$ cat src/rtl/alu_pkg.sv
package alu_pkg;

    localparam int BYTE_W = 8;
    localparam int WORD_W = 16;

    typedef enum logic [2:0] {
        OP_ADD8  = 3'd0,
        OP_ADC8  = 3'd1,
        OP_AND8  = 3'd2,
        OP_BTST  = 3'd3,
        OP_BTSTX = 3'd4,
        OP_CCF   = 3'd5,
        OP_ADD16 = 3'd6,
        OP_ADC16 = 3'd7
    } alu_op_e;

    // flag byte positions
    localparam int FL_C  = 0;
    localparam int FL_N  = 1;
    localparam int FL_PV = 2;
    localparam int FL_U3 = 3;
    localparam int FL_H  = 4;
    localparam int FL_U5 = 5;
    localparam int FL_Z  = 6;
    localparam int FL_S  = 7;

    typedef struct packed {
        logic [WORD_W-1:0] res;
        logic [BYTE_W-1:0] flg;
        logic              vld;
    } alu_state_t;

    function automatic logic even_ones(input logic [BYTE_W-1:0] v);
        return ~(^v);
    endfunction

endpackage

$ cat src/rtl/alu_adder.sv
module alu_adder #(
    parameter int W  = 8,
    parameter int HB = 4
) (
    input  logic [W-1:0] a_i,
    input  logic [W-1:0] b_i,
    input  logic         cin_i,
    output logic [W-1:0] sum_o,
    output logic         half_o,
    output logic         carry_o,
    output logic         ovf_o
);
    logic [HB:0] low_sum;
    logic [W:0]  full_sum;

    always_comb begin
        low_sum  = {1'b0, a_i[HB-1:0]} + {1'b0, b_i[HB-1:0]} + {{HB{1'b0}}, cin_i};
        full_sum = {1'b0, a_i} + {1'b0, b_i} + {{W{1'b0}}, cin_i};
        sum_o    = full_sum[W-1:0];
        half_o   = low_sum[HB];
        carry_o  = full_sum[W];
        ovf_o    = (a_i[W-1] == b_i[W-1]) && (full_sum[W-1] != a_i[W-1]);
    end
endmodule

$ cat src/rtl/alu_bitop.sv
module alu_bitop #(
    parameter int W = 8,
    localparam int SW = $clog2(W)
) (
    input  logic [W-1:0]  lhs_i,
    input  logic [W-1:0]  rhs_i,
    input  logic [SW-1:0] sel_i,
    output logic [W-1:0]  and_o,
    output logic [W-1:0]  tst_o
);
    logic [W-1:0] mask;

    for (genvar g = 0; g < W; g++) begin : g_mask
        assign mask[g] = (sel_i == SW'(g));
    end

    assign and_o = lhs_i & rhs_i;
    assign tst_o = lhs_i & mask;
endmodule

$ cat src/rtl/acc_alu.sv
module acc_alu
    import alu_pkg::*;
(
    input  logic        clk,
    input  logic        rst_n,
    input  logic [2:0]  op_i,
    input  logic [15:0] lhs_i,
    input  logic [15:0] rhs_i,
    input  logic [2:0]  bit_sel_i,
    input  logic [15:0] ea_i,
    input  logic [7:0]  flags_i,
    output logic [15:0] result_o,
    output logic [7:0]  flags_o
);
    alu_state_t st_d, st_q;
    alu_op_e    op;

    logic [BYTE_W-1:0] sum8;
    logic              hc8, c8, v8;
    logic [WORD_W-1:0] sum16;
    logic              hc16, c16, v16;
    logic [BYTE_W-1:0] and8, tst8;
    logic              cin8, cin16;
    logic              ea_unused;

    assign op        = alu_op_e'(op_i);
    assign cin8      = (op == OP_ADC8)  & flags_i[FL_C];
    assign cin16     = (op == OP_ADC16) & flags_i[FL_C];
    assign ea_unused = ^{ea_i[15:14], ea_i[12], ea_i[10:0]};

    alu_adder #(.W(BYTE_W), .HB(4)) u_add8 (
        .a_i(lhs_i[BYTE_W-1:0]), .b_i(rhs_i[BYTE_W-1:0]), .cin_i(cin8),
        .sum_o(sum8), .half_o(hc8), .carry_o(c8), .ovf_o(v8)
    );

    alu_adder #(.W(WORD_W), .HB(12)) u_add16 (
        .a_i(lhs_i), .b_i(rhs_i), .cin_i(cin16),
        .sum_o(sum16), .half_o(hc16), .carry_o(c16), .ovf_o(v16)
    );

    alu_bitop #(.W(BYTE_W)) u_bit (
        .lhs_i(lhs_i[BYTE_W-1:0]), .rhs_i(rhs_i[BYTE_W-1:0]), .sel_i(bit_sel_i),
        .and_o(and8), .tst_o(tst8)
    );

    always_comb begin
        st_d     = st_q;
        st_d.vld = 1'b1;
        st_d.res = lhs_i;
        st_d.flg = flags_i;
        st_d.flg[FL_N] = 1'b0;
        unique case (op)
            OP_ADD8, OP_ADC8: begin
                st_d.res        = {8'h00, sum8};
                st_d.flg[FL_S]  = sum8[7];
                st_d.flg[FL_Z]  = (sum8 == '0);
                st_d.flg[FL_U5] = sum8[5];
                st_d.flg[FL_H]  = hc8;
                st_d.flg[FL_U3] = sum8[3];
                st_d.flg[FL_PV] = v8;
                st_d.flg[FL_C]  = c8;
            end
            OP_AND8: begin
                st_d.res        = {8'h00, and8};
                st_d.flg[FL_S]  = and8[7];
                st_d.flg[FL_Z]  = (and8 == '0);
                st_d.flg[FL_U5] = and8[5];
                st_d.flg[FL_H]  = 1'b1;
                st_d.flg[FL_U3] = and8[3];
                st_d.flg[FL_PV] = even_ones(and8);
                st_d.flg[FL_C]  = 1'b0;
            end
            OP_BTST, OP_BTSTX: begin
                st_d.flg[FL_S]  = tst8[7];
                st_d.flg[FL_Z]  = (tst8 == '0);
                st_d.flg[FL_H]  = 1'b1;
                st_d.flg[FL_PV] = even_ones(tst8);
                st_d.flg[FL_U5] = (op == OP_BTSTX) ? ea_i[13] : tst8[5];
                st_d.flg[FL_U3] = (op == OP_BTSTX) ? ea_i[11] : tst8[3];
            end
            OP_CCF: begin
                st_d.flg[FL_H]  = flags_i[FL_C];
                st_d.flg[FL_C]  = ~flags_i[FL_C];
                st_d.flg[FL_U5] = flags_i[FL_U5] | lhs_i[5];
                st_d.flg[FL_U3] = flags_i[FL_U3] | lhs_i[3];
            end
            OP_ADD16, OP_ADC16: begin
                st_d.res        = sum16;
                st_d.flg[FL_U5] = sum16[13];
                st_d.flg[FL_H]  = hc16;
                st_d.flg[FL_U3] = sum16[11];
                st_d.flg[FL_C]  = c16;
                if (op == OP_ADC16) begin
                    st_d.flg[FL_S]  = sum16[15];
                    st_d.flg[FL_Z]  = (sum16 == '0);
                    st_d.flg[FL_PV] = v16;
                end
            end
            default: ;
        endcase
    end

    always_ff @(posedge clk or negedge rst_n) begin
        if (!rst_n) st_q <= '0;
        else        st_q <= st_d;
    end

    assign result_o = st_q.res;
    assign flags_o  = st_q.flg;

    p_nclear_r2: assert property (@(posedge clk) disable iff (!rst_n)
        st_q.vld |-> !flags_o[FL_N]);

    p_and_fixed_r4: assert property (@(posedge clk) disable iff (!rst_n)
        (st_q.vld && $past(op_i) == OP_AND8) |-> (flags_o[FL_H] && !flags_o[FL_C]
            && result_o[15:8] == 8'h00));

    p_bit_keepc_r5: assert property (@(posedge clk) disable iff (!rst_n)
        (st_q.vld && ($past(op_i) == OP_BTST || $past(op_i) == OP_BTSTX))
            |-> (flags_o[FL_C] == $past(flags_i[FL_C]) && result_o == $past(lhs_i)));

    p_bitx_copy_r6: assert property (@(posedge clk) disable iff (!rst_n)
        (st_q.vld && $past(op_i) == OP_BTSTX)
            |-> (flags_o[FL_U5] == $past(ea_i[13]) && flags_o[FL_U3] == $past(ea_i[11])));

    p_ccf_swap_r7: assert property (@(posedge clk) disable iff (!rst_n)
        (st_q.vld && $past(op_i) == OP_CCF)
            |-> (flags_o[FL_C] != flags_o[FL_H] && flags_o[FL_H] == $past(flags_i[FL_C])));

    p_add16_keep_r8: assert property (@(posedge clk) disable iff (!rst_n)
        (st_q.vld && $past(op_i) == OP_ADD16)
            |-> (flags_o[FL_S] == $past(flags_i[FL_S]) && flags_o[FL_Z] == $past(flags_i[FL_Z])
                 && flags_o[FL_PV] == $past(flags_i[FL_PV])));

endmodule

$ cat config.mk
export PLATFORM = sky130hd
export DESIGN_NAME = acc_alu
export DESIGN_NICKNAME = d
export VERILOG_FILES = /design/src/rtl/alu_pkg.sv /design/src/rtl/alu_adder.sv /design/src/rtl/alu_bitop.sv /design/src/rtl/acc_alu.sv
export SDC_FILE = /design/constraint.sdc
export NUM_CORES = 1
export LEC_CHECK = 0
export BUFFER_PORTS_ARGS = -buffer_cell sky130_fd_sc_hd__buf_2
export CAP_MARGIN = 20
export CORE_ASPECT_RATIO = 0.6
export CORE_MARGIN = 2
export CORE_UTILIZATION = 51
export DETAILED_ROUTE_END_ITERATION = 8
export MAX_ROUTING_LAYER = met4
export PLACE_DENSITY = 0.93
export SETUP_SLACK_MARGIN = 0.2
export SLEW_MARGIN = 20
export SYNTH_ARGS = -nofsm -noshare
export SYNTH_HDL_FRONTEND = slang
export SYNTH_SLANG_ARGS = --single-unit
export TNS_END_PERCENT = 20
$ cat constraint.sdc
create_clock -name clk -period 0.8 [get_ports clk]
set_clock_uncertainty 0.1 [all_clocks]
set_input_delay 0.12 -clock clk [delete_from_list [all_inputs] [get_ports clk]]
set_output_delay 0.12 -clock clk [all_outputs]
set_load 0.005 [all_outputs]
==> flow_summary.yaml, run 1 <==
floorplan:
  start_util_pct: 54.7
  io_pins: 88
  die_w_um: 95.7
  row_count: 19
  die_h_um: 59.0
logic_synthesis:
  synthCells: 316
  yosysWarnings: 0
  syn_area_per_cell_um2: 8.15
  synth_ff_type: "dfrtp_1"
  synth_nets: 408
  synth_cell_types: 60
  synthArstFlopShare_pct: 100
  ys_seq_area_share_pct: 22.4
  ys_ff_latch: 23
  synth_area_um2: 2570
  synth_edf_count: 0
sta:
  crit_endpoint: "flags_o[6]$_DFF_PN0_/D"
  worstEpCategory: "sequential cell input"
status:
  error: "[ERROR GRT-0232] Routing congestion too high. Check the congestion heatmap in the GUI."
  status: "stopped before the end"
  stop_stage: "global routing (5_1_grt)"
clocking:
  clockRootBuffer: "clkbuf_8"
  cts_sinks: 23
  htree_levels: 1
  cts_max_path_buffers: 2
  cts_buffers: 3
global_routing:
  grt.overflow.total: 37
  grt_max_degree: 24
  grt_usage_pct: 79.7
place:
  dp_hpwl_um: 8550
  placed_cells: 533
  gp_congestion: 1.03
  dp_slack_ps: -2230
  place.port_buffers: 70
metal layers:
metal | GRT overflow | global-route usage (%)
met1 | 0 | 80.0
met2 | 24 | 92.8
met3 | 0 | 64.1
met4 | 13 | 77.1
met5 | - | -
metrics by stage:
step / cell area (um^2) / hold slack, ps / util, %
floorplan: 2630 / -276 / -
global placement: 3730 / -40.3 / 79.2
detailed placement: 3730 / -35.0 / 79.2
CTS: 4080 / 79.0 / 86.6
Yosys cell counts, types with 5 or more instances:
cell type,number,area share (%)
nand2_1,27,3.9
a22o_1,7,2.4
a21o_1,5,1.5
clkbuf_1,11,1.6
inv_1,19,2.8
ha_1,24,12
o21ai_0,23,4.5
a21oi_1,25,4.9
nor2_1,19,2.8
xor2_1,9,3.1
nand3_1,10,1.9
xnor2_1,19,6.5
nor3_1,8,1.6
dfrtp_1,23,22
nand4_1,7,1.7
cell families after synthesis:
family,after synthesis,synth area share (%)
buffers and inverters,39,6.61
adders and majority gates,28,14.8
DFF,23,22.4
and+or+nand+nor,92,18.4
muxes,4,2.09
xor gates and xnor gates,28,9.52
AOI/OAI and AO/OA,101,26.1
other,1,0.146
timing repair:
| action | 4_1_cts |
|---|---|
| endpoints found under the hold margin | 23 |
| hold buffers | 1 |
| buffers inserted | 8 |
| setup endpoints to repair | 46 |
| resized for setup | 54 |
| pin swaps | 29 |
==> run 2, diff against run 1 <==
--- a/config.mk
+++ b/config.mk
@@ -7,13 +7,10 @@
 export LEC_CHECK = 0
 export BUFFER_PORTS_ARGS = -buffer_cell sky130_fd_sc_hd__buf_2
 export CAP_MARGIN = 20
-export CORE_ASPECT_RATIO = 0.6
 export CORE_MARGIN = 2
-export CORE_UTILIZATION = 51
+export CORE_UTILIZATION = 40
 export DETAILED_ROUTE_END_ITERATION = 8
-export MAX_ROUTING_LAYER = met4
-export PLACE_DENSITY = 0.93
-export SETUP_SLACK_MARGIN = 0.2
+export PLACE_DENSITY_LB_ADDON = 0.15
 export SLEW_MARGIN = 20
 export SYNTH_ARGS = -nofsm -noshare
 export SYNTH_HDL_FRONTEND = slang
==> flow_summary.yaml, run 2 <==
power_and_ir_drop:
  powerDensity_nw_per_um2: 1190
  switchingPower_w: 0.00187
  p_int_w: 0.00328
  clkPwrFrac_pct: 13.6
  p_total_w: 0.00516
  peakVddDrop_mv: 1.19
  leakage_nw: 2.10
  netSwitchingFraction_pct: 36.4
  p_seq_share_pct: 26.2
  power.share.combinational_pct: 60.2
global_routing:
  top_usage_layer: "met2"
  grt.overflow.total: 0
  grt_usage_pct: 25.7
  grt_pass1_vias: 3102
  use_met3_pct: 2.36
  grt_pass1_wl_um: 14800
  use_met2_pct: 44.2
  grt_max_degree: 24
  grtUsageMet1_pct: 34.9
  antenna_found_initial: 0
floorplan:
  start_util_pct: 41.0
  die_w_um: 84.2
  io_pins: 88
  die_area_um2: 7100
  die_h_um: 84.2
  row_count: 29
  placeableCoreArea_um2: 6280
finish:
  mostFrequentLayoutCell: "buf_4"
  nFillCells: 513
  drive_above_1_share_pct: 53.9
  layout_common_cells: "buf_4, buf_2, nand2_1"
  largest_reg_flops: 16
  antenna_cells: 0
  area_delta_synth_final_pct: 68.1
  final_area_um2: 4330
  nNetsFinal: 592
logic_synthesis:
  synth_compound_area_share_pct: 26.1
  ys_seq_area_share_pct: 22.4
  synth_nets: 408
  synth_cell_types: 60
  synth_ff_type: "dfrtp_1"
  synthAdderAreaFrac_pct: 14.8
  synth_simple_gate_area_share_pct: 18.4
  synth_mux_area_share_pct: 2.09
  synth_xor_area_share_pct: 9.52
  synth_edf_count: 0
  synth_top_family_by_area: "compound AO/OA/AOI/OAI gates"
  syn_area_per_cell_um2: 8.15
  synth_most_common_cell: "nand2_1"
  ys_top_cells_by_area: "dfrtp_1, ha_1, xnor2_1, a21oi_1, o21ai_0"
  netlist.area_leader.share_pct: 22.4
  synth_area_um2: 2570
  ys_ff_latch: 23
  synthArstFlopShare_pct: 100
  synth_top_area_cell: "dfrtp_1"
  synthTopCellsByCount: "nand2_1, a21oi_1, ha_1"
  yosysWarnings: 0
  synthCells: 316
sta:
  clock.fmax_ghz: 0.398
  fin_crit_ps: 2510
  maxSlewViolCount: 0
  setup_slack_ps: -1710
  final.period_utilization_pct: 314
  rsz0062_at_grt: "yes"
  setup_violations: 46
  holdWs_ps: 11.8
  final_hold_viol_count: 0
worst_setup_path:
  cpPeakStageDelay_ps: 560
  critical_path_buf_inv_count: 3
  crit_slowest_cell: "or4b_4"
  crit_chain: "buf_8 -> inv_6 -> nor2_4 -> nand3_2 -> fa_2 -> buf_6 -> nor2b_4 -> o2111a_1 -> nor3_2 -> xnor2_1 -> or4b_4 -> nor4b_4 -> nand4_1 -> o41ai_2"
  cp-start-kind: "primary input"
  cp.required_ps: 870
  critical_path_class: "primary input to flop"
  worst_setup_path_end_kind: "flop"
  crit_fanout: 3
  crit_arrival_ps: 2580
  crit_family: "simple AND/OR/NAND/NOR gates"
clocking:
  cts_tree: "done"
  cts_sinks: 23
  cts_max_path_buffers: 2
  clockRootBuffer: "clkbuf_8"
  clkTransAtPathRegs_ps: 80
  cts_buffers: 3
  htree_levels: 1
place:
  gp_congestion: 0.936
  detailed_place.area_um2: 3840
  dp_slack_ps: -2120
  place.port_buffers: 70
  dp_hpwl_um: 7300
status:
  status: "finished with violations"
  violations: "setup timing"
routing:
  first_iter_violations: 223
  antenna_left: 0
  drc: 0
  num_vias: 3119
  vias_per_cell: 5.41
  dr.pass1.iters: 5
  wl_um: 8980
  wire_per_inst_um: 15.6
run:
  cap_viol_max_count: 0
hold_path:
  hold_path.class: "primary input to flop"
[run 2: metal layers]
metal  vias to the layer above  wire (um)
li1                       1514          -
met1                      1490       4030
met2                       103       4310
met3                        12        505
met4                         0        140
met5                         -          0
[run 2: repair_timing]
item | in CTS | in global routing
hold endpoints to repair | 23 | 0
buffers inserted | 9 | 4
hold buffers | 1 | 0
setup endpoints to repair | 46 | 46
pin swaps | 33 | 28
gates resized for setup | 57 | 24
[run 2: worst paths after layout]
kind                           start                      to  cells past startpoint
worst max-delay path         op_i[2]    flags_o[6]$_DFF_PN0_                     14
min in group asynchronous      rst_n   result_o[1]$_DFF_PN0_                      3
max in group asynchronous      rst_n   result_o[7]$_DFF_PN0_                      3
worst min-delay path       lhs_i[14]  result_o[14]$_DFF_PN0_                      3
[run 2: power groups by stage]
stage	clock, W	combinational, W	sequential (W)
6_report	0.000703	0.00310	0.00135
5_1_grt	0.000773	0.00337	0.00136
4_1_cts	0.000711	0.00295	0.00135
3_5_place_dp	0	0.00265	0.00137
3_3_place_gp	0	0.00262	0.00137
2_1_floorplan	0	0.00132	0.00140
[run 2: layout make-up]
| cell class | count | area, um^2 | area share (%) |
|---|---|---|---|
| repair buffers | 198 | 1390 | 32.1 |
| well taps | 77 | 96.3 | 2.23 |
| clock buffers | 3 | 41.3 | 0.954 |
| multi-input cells | 254 | 2140 | 49.3 |
| flip-flops and latches | 23 | 576 | 13.3 |
| inverters | 20 | 85.1 | 1.97 |
| clock inverters | 1 | 5.00 | 0.116 |
[run 2: worst min-delay path, stage by stage]
cell     delay [ps]
buf_2           110
nand2_1          40
o21ai_1          60
[run 2: logic make-up after synthesis]
group,after synthesis
simple gates,92
fa+ha+maj,28
compound gates,101
buf+inv,39
flops,23
other cells,1
mux,4
xor+xnor,28
[run 2: through the flow]
stage | instances | utilization (%) | setup TNS (ps)
after detailed placement | 558 | 61.2 | -41710
after global placement | 558 | 61.2 | -41140
after global routing | 576 | 68.9 | -38480
final | 576 | 68.9 | -35810
after CTS | 572 | 66.8 | -36850
after floorplan | 316 | - | -35230
Note: power is estimated with default switching activity, not from simulation.
==> run 3, diff against run 2 <==
--- a/config.mk
+++ b/config.mk
@@ -5,7 +5,7 @@
 export SDC_FILE = /design/constraint.sdc
 export NUM_CORES = 1
 export LEC_CHECK = 0
-export BUFFER_PORTS_ARGS = -buffer_cell sky130_fd_sc_hd__buf_2
+export BUFFER_PORTS_ARGS = -buffer_cell sky130_fd_sc_hd__buf_4
 export CAP_MARGIN = 20
 export CORE_MARGIN = 2
 export CORE_UTILIZATION = 40
==> flow_summary.yaml, run 3 (synthesis results as in run 2) <==
status:
  status: "finished with violations"
  violations: "setup timing"
sta:
  worst_pin_slew_ps: 514
  setup_slack_ps: -1780
  rsz0062_at_grt: "yes"
  clock.fmax_ghz: 0.388
  final.period_utilization_pct: 322
  slew_headroom_pct: 65.4
  holdWs_ps: 2.05
  maxSlewViolCount: 0
  setup_violations: 46
  fin_crit_ps: 2580
  final_hold_viol_count: 0
clocking:
  cts_sinks: 23
  htree_levels: 1
  cts_buffers: 3
  clkTransAtPathRegs_ps: 80
  cts_max_path_buffers: 2
  cts_tree: "done"
  clockRootBuffer: "clkbuf_8"
hold_path:
  hold_depth: 3
  hold-path-endpoint: "result_o[14]$_DFF_PN0_"
  holdCritStartpoint: "lhs_i[14]"
  hold_path.class: "primary input to flop"
floorplan:
  die_w_um: 84.2
  die_h_um: 84.2
  io_pins: 88
  die_area_um2: 7100
  row_count: 29
  start_util_pct: 41.0
  placeableCoreArea_um2: 6280
finish:
  layout_common_cells: "buf_4, buf_6, nand2_1"
  seq_area_um2: 576
  area_delta_synth_final_pct: 73.3
  stdcell_count: 563
  nFillCells: 519
  multi_input_area_um2: 2150
  drive_above_1_share_pct: 51.4
  finalCoreUtilization_pct: 71.1
  antenna_cells: 0
  largest_reg_flops: 16
  final_area_um2: 4460
  nNetsFinal: 579
  mostFrequentLayoutCell: "buf_4"
worst_setup_path:
  crit_arrival_ps: 2640
  cp.required_ps: 860
  crit_fanout: 3
  worst_setup_path_end_kind: "flop"
  critical_path_class: "primary input to flop"
  cp-start-kind: "primary input"
routing:
  dr.pass1.iters: 5
  antenna_left: 0
  wl_um: 9460
  drc: 0
  num_vias: 3120
  first_iter_violations: 197
  vias_per_cell: 5.54
  wire_per_inst_um: 16.8
global_routing:
  grt_pass1_wl_um: 14900
  grt.overflow.total: 0
  grt_pass1_vias: 3082
  antenna_found_initial: 0
  grt_max_degree: 24
  grt_usage_pct: 26.0
place:
  placed_cells: 550
  dp_slack_ps: -2250
  dp_hpwl_um: 7490
  place.port_buffers: 70
  gp_congestion: 0.903
  detailed_place.area_um2: 3930
run:
  cap_viol_max_count: 0
power_and_ir_drop:
  peakVddDrop_mv: 1.18
  powerDensity_nw_per_um2: 1220
  leakage_nw: 2.12
-- run 3: area by class of cell --
class	instances	area share (%)
Sequential cell	23	12.9
Clock buffer	3	0.925
Inverter	20	1.79
Tap cell	77	2.16
Multi-Input combinational cell	254	48.2
Clock inverter	1	0.112
Timing Repair Buffer	185	34.0
-- run 3: repair_timing --
action	in CTS	in global routing
cloned	0	0
hold endpoints to repair	24	0
hold buffers	1	0
resized for setup	74	19
setup buffers	4	5
setup endpoints to repair	46	46
pin swaps	28	28
-- run 3: worst max-delay path, cell delays in order --
cell,delay (ps)
buf_8,80
inv_4,30
nor2_4,130
nand3_2,90
fa_2,360
inv_2,70
fa_2,220
a211oi_2,80
nor3_2,240
o21ai_2,110
a211o_1,320
o21bai_1,140
a21o_1,220
xor2_2,100
o41ai_2,330
-- run 3: how the worst max path moves through the flow --
stage               startpoint              endpoint  slack [ps]
detailed placement     op_i[1]  flags_o[6]$_DFF_PN0_       -2250
finish                 op_i[2]  flags_o[6]$_DFF_PN0_       -1780
floorplan              op_i[2]  flags_o[6]$_DFF_PN0_       -2000
CTS                    op_i[2]  flags_o[6]$_DFF_PN0_       -1810
global route           op_i[2]  flags_o[6]$_DFF_PN0_       -1900
global placement       op_i[1]  flags_o[6]$_DFF_PN0_       -2190
-- run 3: routing by layer --
metal  GRT usage, %  share of wire [%]
met1           35.8                 45
met2           44.4                 49
met3           2.46                5.1
met4           6.01                1.6
met5              0                  0
-- run 3: metrics by stage --
| stage | total power, W | setup TNS [ps] |
|---|---|---|
| 5_1_grt | 0.00575 | -39510 |
| 4_1_cts | 0.00523 | -37560 |
| 3_5_place_dp | 0.00415 | -42420 |
| 2_1_floorplan | 0.00273 | -35230 |
| 6_report | 0.00543 | -36870 |
| 3_3_place_gp | 0.00411 | -41660 |
-- run 3: where the power goes --
part	switching [W]	internal (W)
Sequential	0.0000763	0.00132
Combinational	0.00151	0.00181
Clock	0.000372	0.000347
==> run 4, diff against run 3 <==
--- a/config.mk
+++ b/config.mk
@@ -7,7 +7,6 @@
 export LEC_CHECK = 0
 export BUFFER_PORTS_ARGS = -buffer_cell sky130_fd_sc_hd__buf_4
 export CAP_MARGIN = 20
-export CORE_MARGIN = 2
 export CORE_UTILIZATION = 40
 export DETAILED_ROUTE_END_ITERATION = 8
 export PLACE_DENSITY_LB_ADDON = 0.15
==> constraint.sdc (replaced) <==
create_clock -name clk -period 2.54 [get_ports clk]
set_clock_uncertainty 0.1 [all_clocks]
set_input_delay 0.381 -clock clk [delete_from_list [all_inputs] [get_ports clk]]
set_output_delay 0.381 -clock clk [all_outputs]
set_load 0.005 [all_outputs]
==> flow_summary.yaml, run 4 (synthesis results as in run 2) <==
floorplan:
  row_count: 28
  die_w_um: 82.2
  start_util_pct: 42.5
  die_h_um: 82.2
  io_pins: 88
  die_area_um2: 6760
  placeableCoreArea_um2: 6060
sta:
  setup_violations: 10
  clock.fmax_ghz: 0.351
  setup_slack_ps: -309
  final.period_utilization_pct: 112
  fin_crit_ps: 2850
  holdWs_ps: 241
  rsz0062_at_grt: "yes"
  maxSlewViolCount: 0
  final_hold_viol_count: 0
worst_setup_path:
  crit_slowest_cell: "or4b_4"
  cpPeakStageDelay_ps: 560
  crit_arrival_ps: 2920
  crit_fanout: 2
  crit_chain: "buf_8 -> inv_4 -> nor2_4 -> nand3_2 -> fa_2 -> buf_6 -> nor2b_4 -> o2111a_1 -> nor3_2 -> xnor2_1 -> or4b_4 -> nor4b_4 -> nand4_1 -> o41ai_2"
  critical_path_class: "primary input to flop"
  cp-start-kind: "primary input"
  startpoint: "op_i[2]"
  cp.required_ps: 2610
  worst_setup_path_end_kind: "flop"
finish:
  largest_reg_flops: 16
  nFillCells: 537
  drive_above_1_share_pct: 42.6
  mostFrequentLayoutCell: "buf_4"
  nNetsFinal: 539
  layout_common_cells: "buf_4, nand2_1, a21oi_1, ha_1, dfrtp_1"
  area_delta_synth_final_pct: 51.7
  antenna_cells: 0
run:
  cap_viol_max_count: 0
routing:
  antenna_left: 0
  wire_per_inst_um: 16.3
  num_vias: 2900
  first_iter_violations: 210
  drc: 0
  dr.pass1.iters: 5
  vias_per_cell: 5.57
  wl_um: 8510
clocking:
  clkTransAtPathRegs_ps: 80
  htree_levels: 1
  clockRootBuffer: "clkbuf_8"
  cts_buffers: 3
  cts_sinks: 23
  cts_tree: "done"
  cts_max_path_buffers: 2
global_routing:
  grt_usage_pct: 26.1
  antenna_found_initial: 1
  grt_pass1_wl_um: 13200
  grt_max_degree: 24
  grt_pass1_vias: 2741
  grt.overflow.total: 0
hold_path:
  hold_path.class: "primary input to flop"
  holdCritStartpoint: "lhs_i[11]"
power_and_ir_drop:
  powerDensity_nw_per_um2: 390
  p_total_w: 0.00152
  peakVddDrop_mv: 0.363
  leakage_nw: 1.84
place:
  gp_congestion: 0.930
  dp_hpwl_um: 6970
  place.port_buffers: 70
status:
  violations: "setup timing"
  status: "finished with violations"
==> run 4: worst paths after layout <==
kind | cells past startpoint | slack (ps) | to
worst max-delay path | 14 | -310 | flags_o[6]$_DFF_PN0_
min in group asynchronous | 2 | 440 | result_o[7]$_DFF_PN0_
max in group asynchronous | 2 | 1680 | flags_o[2]$_DFF_PN0_
worst min-delay path | 2 | 240 | result_o[11]$_DFF_PN0_
==> run 4: repair_timing <==
item                                    in CTS  in global routing
cloned                                       0                  0
hold endpoints to repair                    23                  0
hold buffers                                 1                  0
pin swaps                                   13                  7
buffers inserted                             2                  2
gates resized for setup                     29                 10
endpoints found under the setup margin      17                 17
==> run 4: metrics by stage <==
stage / TNS [ps] / instance area [um^2] / std cells / utilization (%) / setup slack (ps)
3_3_place_gp: -8540 / 3660 / 512 / 60.4 / -659
2_1_floorplan: -3430 / 2630 / 316 / - / -526
6_report: -1100 / 3910 / 521 / 64.5 / -309
4_1_cts: -1230 / 3830 / 519 / 63.2 / -299
5_1_grt: -2680 / 3910 / 521 / 64.5 / -433
3_5_place_dp: -8600 / 3660 / 512 / 60.4 / -628
==> run 4: layer usage <==
metal	up-vias	track usage (%)	wire [um]
met2	124	43.2	3930
met3	16	3.63	581
met5	-	0	14
met1	1351	35.1	3800
met4	2	7.54	182
li1	1407	-	-
==> run 4: power by group <==
group | switching, W | internal [W] | total [W]
Clock | 0.000109 | 0.000109 | 0.000218
Combinational | 0.000425 | 0.000451 | 0.000876
Sequential | 0.0000134 | 0.000415 | 0.000428
Total | 0.000547 | 0.000975 | 0.00152
==> run 4: critical path: cells and delay by family <==
| kind | cells | cell delay [ps] |
|---|---|---|
| AOI/OAI and AO/OA | 2 | 420 |
| xor gates and xnor gates | 1 | 150 |
| adders and majority gates | 1 | 380 |
| buffers and inverters | 3 | 240 |
| and+or+nand+nor | 7 | 1350 |
==> run 4: final cells by class <==
cell class / count / area, um^2 / area share [%]
clock buffers: 3 / 41.3 / 1.06
clock inverters: 1 / 5.00 / 0.128
inverters: 20 / 80.1 / 2.05
multi-input cells: 254 / 2000 / 51.1
flip-flops and latches: 23 / 576 / 14.7
well taps: 75 / 93.8 / 2.40
repair buffers: 145 / 1110 / 28.5
